<file path="src/rtl/rcperm_pkg.sv">
package rcperm_pkg;
    // Access kinds
    typedef enum logic [1:0] {
        ACC_READ  = 2'd0,
        ACC_WRITE = 2'd1,
        ACC_EXEC  = 2'd2,
        ACC_RSVD  = 2'd3
    } acc_e;

    // Response state machine
    typedef enum logic [1:0] {
        S_IDLE  = 2'd0,
        S_GRANT = 2'd1,
        S_FAULT = 2'd2
    } rsp_state_e;

    // Entry field positions
    localparam int unsigned EXEC_BIT = 0;
    localparam int unsigned RW_BIT   = 1;
    localparam int unsigned RD_BIT   = 2;
    localparam int unsigned PRIV_BIT = 3;
    localparam int unsigned ATTR_LO  = 4;
    localparam int unsigned CHG_BIT  = 7;
    localparam int unsigned REF_BIT  = 8;
    localparam logic [1:0]  ATTR_NIIO = 2'b10;

    // Permission set positions
    localparam int unsigned P_RD = 0;
    localparam int unsigned P_WR = 1;
    localparam int unsigned P_EX = 2;

    // Cause word positions
    localparam int unsigned C_PROT  = 0;
    localparam int unsigned C_GUARD = 1;
    localparam int unsigned C_STORE = 2;
endpackage

</file>
<file path="src/rtl/rcperm_decode.sv">
module rcperm_decode
    import rcperm_pkg::*;
(
    input  logic [3:0] auth_bits,   // {priv, rd, rw, exec}
    input  logic       problem,
    input  logic [2:0] amr_perm,
    output logic [2:0] perm
);
    logic [2:0] auth;
    logic       priv;

    always_comb begin
        priv       = auth_bits[PRIV_BIT];
        auth[P_RD] = auth_bits[RD_BIT] | auth_bits[RW_BIT];
        auth[P_WR] = auth_bits[RW_BIT];
        auth[P_EX] = auth_bits[EXEC_BIT];
        if (priv && problem)
            perm = 3'b000;
        else if (priv || problem)
            perm = auth;
        else
            perm = auth & amr_perm;
    end
endmodule

</file>
<file path="src/rtl/rcperm_judge.sv">
module rcperm_judge
    import rcperm_pkg::*;
#(
    parameter int unsigned CAUSE_W = 32
) (
    input  logic [1:0]         access,
    input  logic [1:0]         attr,
    input  logic [2:0]         perm,
    output logic               allow,
    output logic [CAUSE_W-1:0] cause
);
    logic [2:0] need;
    logic       guard;

    always_comb begin
        unique case (access)
            ACC_WRITE: need = 3'b010;
            ACC_EXEC:  need = 3'b100;
            default:   need = 3'b001;
        endcase
        guard = (attr == ATTR_NIIO) && (access == ACC_EXEC);
        cause = '0;
        allow = 1'b0;
        if (guard)
            cause[C_GUARD] = 1'b1;
        else if ((need & ~perm) != 3'b000)
            cause[C_PROT] = 1'b1;
        else
            allow = 1'b1;
    end
endmodule

</file>
<file path="src/rtl/rcperm_rc.sv">
module rcperm_rc
    import rcperm_pkg::*;
#(
    parameter int unsigned PTE_W = 64
) (
    input  logic [PTE_W-1:0] old_pte,
    input  logic             is_write,
    output logic [PTE_W-1:0] new_pte,
    output logic             changed
);
    always_comb begin
        new_pte          = old_pte;
        new_pte[REF_BIT] = 1'b1;
        if (is_write)
            new_pte[CHG_BIT] = 1'b1;
        changed = (new_pte != old_pte);
    end
endmodule

</file>
<file path="src/rtl/rc_perm_unit.sv">
module rc_perm_unit
    import rcperm_pkg::*;
#(
    parameter int unsigned PTE_W   = 64,
    parameter int unsigned ADDR_W  = 64,
    parameter int unsigned CAUSE_W = 32
) (
    input  logic               clk,
    input  logic               rst_n,
    input  logic               req_valid,
    input  logic [PTE_W-1:0]   req_pte,
    input  logic [1:0]         req_access,
    input  logic               req_problem,
    input  logic [2:0]         req_amr_perm,
    input  logic [ADDR_W-1:0]  req_eaddr,
    output logic               rsp_valid,
    output logic               rsp_grant,
    output logic [2:0]         rsp_prot,
    output logic               rsp_wb_req,
    output logic [PTE_W-1:0]   rsp_new_pte,
    output logic               rsp_data_fault,
    output logic [CAUSE_W-1:0] rsp_data_cause,
    output logic [ADDR_W-1:0]  rsp_fault_addr,
    output logic [CAUSE_W-1:0] rsp_instr_cause
);
    rsp_state_e state_q, state_d;

    logic [2:0]         perm;
    logic               allow;
    logic [CAUSE_W-1:0] cause;
    logic [PTE_W-1:0]   upd_pte;
    logic               upd_changed;
    logic               is_write, is_exec;

    assign is_write = (req_access == ACC_WRITE);
    assign is_exec  = (req_access == ACC_EXEC);

    rcperm_decode u_decode (
        .auth_bits ({req_pte[PRIV_BIT], req_pte[RD_BIT], req_pte[RW_BIT], req_pte[EXEC_BIT]}),
        .problem   (req_problem),
        .amr_perm  (req_amr_perm),
        .perm      (perm)
    );

    rcperm_judge #(.CAUSE_W(CAUSE_W)) u_judge (
        .access (req_access),
        .attr   (req_pte[ATTR_LO+1:ATTR_LO]),
        .perm   (perm),
        .allow  (allow),
        .cause  (cause)
    );

    rcperm_rc #(.PTE_W(PTE_W)) u_rc (
        .old_pte  (req_pte),
        .is_write (is_write),
        .new_pte  (upd_pte),
        .changed  (upd_changed)
    );

    // Next-state selection
    always_comb begin
        if (!req_valid)
            state_d = S_IDLE;
        else if (allow)
            state_d = S_GRANT;
        else
            state_d = S_FAULT;
    end

    // State register
    always_ff @(posedge clk) begin
        if (!rst_n)
            state_q <= S_IDLE;
        else
            state_q <= state_d;
    end

    // Outputs decoded from state
    always_comb begin
        unique case (state_q)
            S_GRANT: begin rsp_valid = 1'b1; rsp_grant = 1'b1; end
            S_FAULT: begin rsp_valid = 1'b1; rsp_grant = 1'b0; end
            default: begin rsp_valid = 1'b0; rsp_grant = 1'b0; end
        endcase
    end

    // Registered response payload
    always_ff @(posedge clk) begin
        if (!rst_n) begin
            rsp_prot        <= '0;
            rsp_wb_req      <= 1'b0;
            rsp_new_pte     <= '0;
            rsp_data_fault  <= 1'b0;
            rsp_data_cause  <= '0;
            rsp_fault_addr  <= '0;
            rsp_instr_cause <= '0;
        end else if (req_valid) begin
            if (allow) begin
                rsp_prot        <= is_write ? perm : (perm & 3'b101);
                rsp_wb_req      <= upd_changed;
                rsp_new_pte     <= upd_pte;
                rsp_data_fault  <= 1'b0;
                rsp_data_cause  <= '0;
                rsp_instr_cause <= '0;
            end else begin
                rsp_prot        <= '0;
                rsp_wb_req      <= 1'b0;
                rsp_new_pte     <= req_pte;
                rsp_data_fault  <= !is_exec;
                if (is_exec) begin
                    rsp_data_cause  <= '0;
                    rsp_instr_cause <= cause;
                end else begin
                    rsp_data_cause  <= is_write ? (cause | (CAUSE_W'(1) << C_STORE)) : cause;
                    rsp_instr_cause <= '0;
                    rsp_fault_addr  <= req_eaddr;
                end
            end
        end else begin
            rsp_wb_req <= 1'b0;
        end
    end

    AST_VALID_AFTER_REQ: assert property (@(posedge clk) disable iff (!rst_n)
        req_valid |=> rsp_valid);
    AST_NO_VALID_IDLE: assert property (@(posedge clk) disable iff (!rst_n)
        !req_valid |=> !rsp_valid);
    AST_REF_ON_GRANT: assert property (@(posedge clk) disable iff (!rst_n)
        (rsp_valid && rsp_grant) |-> rsp_new_pte[REF_BIT]);
    AST_FAULT_NO_PROT: assert property (@(posedge clk) disable iff (!rst_n)
        (rsp_valid && !rsp_grant) |-> (rsp_prot == 3'b000));
    AST_WB_NEEDS_GRANT: assert property (@(posedge clk) disable iff (!rst_n)
        rsp_wb_req |-> (rsp_valid && rsp_grant));
    AST_ADDR_HOLD: assert property (@(posedge clk) disable iff (!rst_n)
        (rsp_valid && !rsp_data_fault) |-> $stable(rsp_fault_addr));
    AST_GUARD_IS_INSTR: assert property (@(posedge clk) disable iff (!rst_n)
        rsp_instr_cause[C_GUARD] |-> (!rsp_data_fault && !rsp_instr_cause[C_PROT]));
endmodule

</file>
<file path="config.mk">
export PLATFORM = sky130hd
export DESIGN_NAME = rc_perm_unit
export DESIGN_NICKNAME = d
export VERILOG_FILES = /design/src/rtl/rcperm_pkg.sv /design/src/rtl/rcperm_decode.sv /design/src/rtl/rcperm_judge.sv /design/src/rtl/rcperm_rc.sv /design/src/rtl/rc_perm_unit.sv
export SDC_FILE = /design/constraint.sdc
export NUM_CORES = 1
export LEC_CHECK = 0
export ABC_AREA = 1
export BUFFER_PORTS_ARGS = -buffer_cell sky130_fd_sc_hd__buf_2
export CAP_MARGIN = 20
export CORE_UTILIZATION = 40
export DETAILED_ROUTE_END_ITERATION = 7
export PLACE_DENSITY = 0.76
export SLEW_MARGIN = 5
export SYNTH_ARGS = -nofsm -noshare
export SYNTH_HDL_FRONTEND = slang
export SYNTH_SLANG_ARGS = --single-unit
</file>
<file path="constraint.sdc">
create_clock -name clk -period 2.2 [get_ports clk]
set_input_delay 0.22 -clock clk [delete_from_list [all_inputs] [get_ports clk]]
set_output_delay 0.22 -clock clk [all_outputs]
set_load 0.1 [all_outputs]
</file>
==> results.toml, run 1 <==
[run_status]
outcome = "finished, final reports clean"

[yosys]
synthCells = 967
synthesis.area_um2 = 6540
syn_avg_cell_area_um2 = 6.76
yosys.area.top_type = "dfxtp_1"
ys_warn_count = 0
synth_top_cells_by_area = "dfxtp_1 (43%), nand2_1 (15%), inv_1 (11%)"
yosysSeqAreaShare_pct = 42.5
yosys.area.top_type_share_pct = 42.5
yosysUniqueCellTypes = 21
ys_ff_latch = 139

[clocking]
cts-hold-fix-buffers = 53
post_cts_buffers = 0
cts_buffers = 17
htreeDepth = 4
clkSinkCount = 139
cts-root-buf = "clkbuf_16"
cts.repair.resized = 0
cts_tree = "done"
cts.clk_slew.worst_paths_ns = 0.06
clock_path_buffers = 2
clkLatencyLatePin_ns = 0.40

[place]
dp_slack_ns = 0.526
io_buffers = 276
place_area_um2 = 7820
place_hpwl_um = 11600
gp_congestion = 0.756

[floorplanning]
die-area_um2 = 16900
die-width_um = 130
core_area_um2 = 15900
io_pins = 336
initial_core_util_pct = 41.0
die_y_um = 130
floorplan.rows = 46

[global_route]
gr-total-overflow = 0
grt_pass1_vias = 5778
antenna_found_initial = 0
grt_max_degree = 138
grt_use_total_pct = 21.5
grt_pass1_wl_um = 28100

[timing]
fmax_mhz = 585
final_max_slew_viol_count = 0
final_hold_viol_count = 0
relSlewSlack_pct = 58.6
fin_ws_ns = 0.490
skew_ns = 0
setup_viol = 0
rsz0062_at_grt = "false"
min_period_over_period_pct = 77.7
fin_crit_ns = 1.71
setup_tns_ns = 0
tightestPinTransition_ns = 0.621

[worst_setup_path]
required_ns = 1.98
cp.arrival_ns = 1.49
crit_type = "reg -> out"
worstSetupStartpointType = "register"
critPathCaptureType = "primary output"
worstPathMaxFanout = 1

[routing]
wl_um = 18800
drtIter0Drc = 339
vias_per_cell = 4.40
dr.pass1.iters = 5
ant_nets = 0
vias = 6560
drc = 0
post_drt_wl_per_cell_um = 12.6

[cells_and_area]
antennaDiodeCount = 0
nNetsFinal = 1405
drive_above_1_share_pct = 26.6
fill_cells = 1497
syn_to_final_growth_pct = 36.3
final_area_um2 = 8910

[job]
max_cap_violations = 0

[power]
ir_drop_mv = 0.503
p_leak_nw = 5.27
power_density_nw_per_um2 = 936

[min_path]
min_path_type = "in -> reg"
## layer usage
layer | vias to the layer above | global-route usage (%) | part of all wire [%]
met2 | 266 | 37.1 | 50
met5 | - | 0 | 0
li1 | 3357 | - | -
met1 | 2902 | 24.3 | 40
met4 | 0 | 10.7 | 3.0
met3 | 35 | 6.23 | 7.6
## layout by cell type, fill, tap and decap left out, types with 5 or more instances in the layout
cell,netlist,routed
a21oi_1,6,6
dlygate4sd3_1,0,53
buf_12,0,7
conb_1,1,59
inv_1,197,196
nand4_1,65,65
nand2_1,256,256
nand2_2,10,10
buf_2,3,275
nor2_1,73,73
inv_2,13,14
clkbuf_16,0,17
o21ai_0,10,10
nand3_1,70,70
ha_1,5,5
dfxtp_1,139,139
## final timing paths
path	from	endpoint	slack, ns	cells after the start
max reg2reg	rsp_data_cause[2]$_SDFFE_PN0P_	rsp_data_cause[2]$_SDFFE_PN0P_	1.43	4
min reg2reg	rsp_data_cause[1]$_SDFFE_PN0P_	rsp_data_cause[1]$_SDFFE_PN0P_	0.42	2
min	req_pte[18]	rsp_new_pte[18]$_SDFFE_PN0P_	0.03	3
max	state_q[1]$_SDFF_PN0_	rsp_valid	0.49	4
## power by group
part / leakage, nW / switching [mW] / internal [mW] / total, mW
sequential: 1.14 / 0.0867 / 2.70 / 2.79
combinational: 3.86 / 2.35 / 0.483 / 2.83
clock: 0.267 / 1.12 / 1.60 / 2.72
total: 5.27 / 3.56 / 4.78 / 8.34
## stage by stage
stage	std cells	utilization (%)	total power [mW]	hold WS (ns)
floorplan	1025	-	5.24	0.323
global placement	1407	49.1	5.57	0.405
detailed placement	1407	49.1	5.59	0.409
CTS	1492	55.9	8.41	0.00233
global route	1492	55.9	8.68	0.0143
finish	1492	55.9	8.34	0.0292
## Yosys cell counts
master	number
clkinv_1	1
nand4_1	65
o21ai_0	10
ha_1	5
conb_1	1
buf_4	65
inv_2	13
a21oi_1	6
nand3_2	2
a31oi_1	1
dfxtp_1	139
clkbuf_1	35
buf_6	6
nor2_2	1
buf_1	8
nand3_1	70
nand2_2	10
nor2_1	73
inv_1	197
buf_2	3
nand2_1	256
## registers in the layout (all words and copies together) (netlist names)
signal / cells
rsp_new_pte: 64
state_q: 2
rsp_wb_req: 1
rsp_instr_cause: 2
rsp_prot: 3
rsp_fault_addr: 64
rsp_data_cause: 3
## critical path: stages (launching register included)
cell     delay [ns]
dfxtp_1        0.30
inv_1          0.04
ha_1           0.26
inv_1          0.05
buf_2          0.42
## final cells by class
cell class | instances | area, um2 | area share, %
timing repair buffer | 336 | 2050 | 23.1
multi-input combinational | 558 | 2450 | 27.5
inverter | 211 | 792 | 8.89
clock inverter | 12 | 115 | 1.29
sequential | 139 | 2780 | 31.2
clock buffer | 20 | 447 | 5.01
tap | 216 | 270 | 3.03
## cells by family after synthesis
family,count (synthesis),share of synthesized area (%)
and+or+nand+nor,477,31.8
DFF,139,42.5
AOI/OAI and AO/OA,17,1.32
other,1,0.0573
adders and majority gates,5,0.957
buffers and inverters,328,23.3
Power figures use the tool's default switching activity.
==> run 2, diff against run 1 <==
Settings changed: ABC_AREA 1 to 0, CORE_AREA set to 2 2 132 134, CORE_UTILIZATION 40 to unset, DIE_AREA set to 0 0 134 136, PLACE_DENSITY 0.76 to 0.7.
Clock period 2.2 ns to 1.6 ns, I/O delays scaled along.
==> results.toml, run 2 <==
[place]
place_hpwl_um = 10400
dp.cells = 1105
io_buffers = 276
gp_congestion = 0.781

[routing]
vias = 5373
drtIter0Drc = 199
drc = 0
vias_per_cell = 4.28
wl_um = 16300
dr.pass1.iters = 5
post_drt_wl_per_cell_um = 13.0
ant_nets = 0

[yosys]
synthCells = 614
synth_edf_count = 0
synthesis.area_um2 = 5850
ys_warn_count = 0
async_flop_share_pct = 0
synthFlopType = "dfxtp_1"
syn_avg_cell_area_um2 = 9.52
synth_most_common_cell = "dfxtp_1"
yosys-top-cells-count = "dfxtp_1 (139), nand2_1 (131), mux2i_1 (126), nor2_1 (65), buf_4 (61)"
ys_ff_latch = 139
yosys.area.top_type_share_pct = 47.6
synth_top_cells_by_area = "dfxtp_1 (48%), mux2i_1 (22%), nand2_1 (8.4%)"
yosys.area.top_type = "dfxtp_1"
yosysUniqueCellTypes = 33
yosysSeqAreaShare_pct = 47.6

[run_status]
outcome = "finished, final reports clean"

[timing]
fin_crit_ns = 1.54
fmax_mhz = 651
setup_viol = 0
final_max_slew_viol_count = 0
skew_ns = 0
final_hold_viol_count = 0
relSlewSlack_pct = 64.3
tightestPinTransition_ns = 0.539
min_period_over_period_pct = 96.1
rsz0062_at_grt = "false"

[worst_setup_path]
critPathCaptureType = "register"
reg2reg_slack_ns = 0.87
crit_start = "req_pte[3]"
worstSetupStartpointType = "primary input"
crit_type = "in -> reg"
r2r_start = "rsp_data_cause[0]$_SDFFE_PN0P_"
r2r-end = "rsp_data_cause[0]$_SDFFE_PN0P_"
worstPathMaxFanout = 16
required_ns = 1.93
crit_path_end = "rsp_fault_addr[11]$_SDFFE_PN0P_"
cp.arrival_ns = 1.87
reg2reg_depth = 2

[clocking]
cts_tree = "done"
clkLatencyLatePin_ns = 0.41
clock_path_buffers = 2
cts.clk_slew.worst_paths_ns = 0.06
cts-root-buf = "clkbuf_16"
htreeDepth = 4
cts_buffers = 17
post_cts_buffers = 0
clkSinkCount = 139

[floorplanning]
die_y_um = 136
die-area_um2 = 18200
io_pins = 336
floorplan.rows = 48
die-width_um = 134
initial_core_util_pct = 34.7
core_area_um2 = 16900

[cells_and_area]
final_cell_count_no_fill = 1254
multiInputGateArea_um2 = 2560
antennaDiodeCount = 0
reg_top3 = "rsp_fault_addr x64, rsp_new_pte x64"
most-common-layout-cells = "buf_2 (273), dfxtp_1 (139), nand2_1 (131)"
syn_to_final_growth_pct = 57.0
regArea_um2 = 2780
fin_util_pct = 54.4
fill_cells = 1407
drive_above_1_share_pct = 33.2
nNetsFinal = 1158
layout_commonest_cell = "buf_2"

[job]
max_cap_violations = 0

[global_route]
grt_use_total_pct = 17.3
gr-total-overflow = 0
grt_pass1_wl_um = 25300
antenna_found_initial = 0
grt_max_degree = 78
grt_pass1_vias = 5405

[power]
p_leak_nw = 4.64
sw_frac_of_total_pct = 38.1
ir_drop_mv = 0.758
p_int_mw = 7.07
p_switching_mw = 4.35
pwr-share-clk_pct = 37.2
power_density_nw_per_um2 = 1240
p_comb_share_pct = 29.8
seqPwrFrac_pct = 33.0

[min_path]
min_path_type = "in -> reg"
run 2: area by class of cell:
cell class / count / share of cell area [%]
clock buffer: 18 / 4.68
clock inverter: 14 / 2.29
inverter: 11 / 0.450
multi-input combinational: 424 / 27.9
sequential: 139 / 30.3
tap: 225 / 3.07
timing repair buffer: 423 / 31.3
run 2: power by group through the flow:
stage / clock, mW / sequential, mW / combinational (mW)
after floorplan: 0 / 5.28 / 1.31
after global routing: 4.53 / 3.79 / 3.53
after detailed placement: 0 / 3.84 / 3.16
after global placement: 0 / 3.84 / 3.14
after CTS: 4.36 / 3.77 / 3.39
final: 4.25 / 3.77 / 3.40
run 2: critical path: stages:
cell and delay [ns]:
buf_2 0.13, or3_1 0.39, a31o_4 0.24, a311oi_4 0.32, buf_12 0.20, buf_12 0.18
mux2i_1 0.23
run 2: cell families (layout without fill, tap and decap cells):
family	Yosys count	in the layout	share of synthesized area [%]
simple gates	215	215	14.5
fa+ha+maj	5	5	1.07
mux	126	126	21.6
compound gates	19	19	2.70
flops	139	139	47.6
other cells	1	59	0.0641
buf+inv	109	466	12.5
run 2: stage by stage:
step | hold slack [ns] | cell area (um2) | TNS, ns | power (mW) | setup slack (ns)
final | 0.0239 | 9180 | 0 | 11.4 | 0.0630
after floorplan | 0.302 | 6070 | -4.23 | 6.59 | -0.0867
after global routing | 0.0203 | 9180 | 0 | 11.9 | 0.0297
after global placement | 0.391 | 7370 | -16.16 | 6.98 | -0.282
after detailed placement | 0.401 | 7370 | -16.98 | 7.00 | -0.308
after CTS | 0.00126 | 9180 | 0 | 11.5 | 0.0619
run 2: worst min path at each step:
stage | from | depth (start not counted) | slack, ns | endpoint
4_1_cts | req_eaddr[39] | 3 | 0.001 | rsp_fault_addr[39]$_SDFFE_PN0P_
6_report | req_eaddr[39] | 3 | 0.02 | rsp_fault_addr[39]$_SDFFE_PN0P_
3_3_place_gp | req_pte[17] | 3 | 0.39 | rsp_new_pte[17]$_SDFFE_PN0P_
3_5_place_dp | req_pte[30] | 3 | 0.40 | rsp_new_pte[30]$_SDFFE_PN0P_
5_1_grt | req_eaddr[15] | 3 | 0.02 | rsp_fault_addr[15]$_SDFFE_PN0P_
2_1_floorplan | req_eaddr[0] | 2 | 0.30 | rsp_fault_addr[0]$_SDFFE_PN0P_
run 2: metal layers:
layer | part of all wire, % | track usage (%)
met5 | 0 | 0
met4 | 2.0 | 6.26
met3 | 7.6 | 5.89
met2 | 50 | 31.3
met1 | 40 | 18.7
run 2: timing repair:
item / 4_1_cts / 5_1_grt
gates resized for setup: 1 / 0
endpoints found under the hold margin: 117 / 0
setup endpoints to repair: 1 / 0
hold buffers: 117 / 0
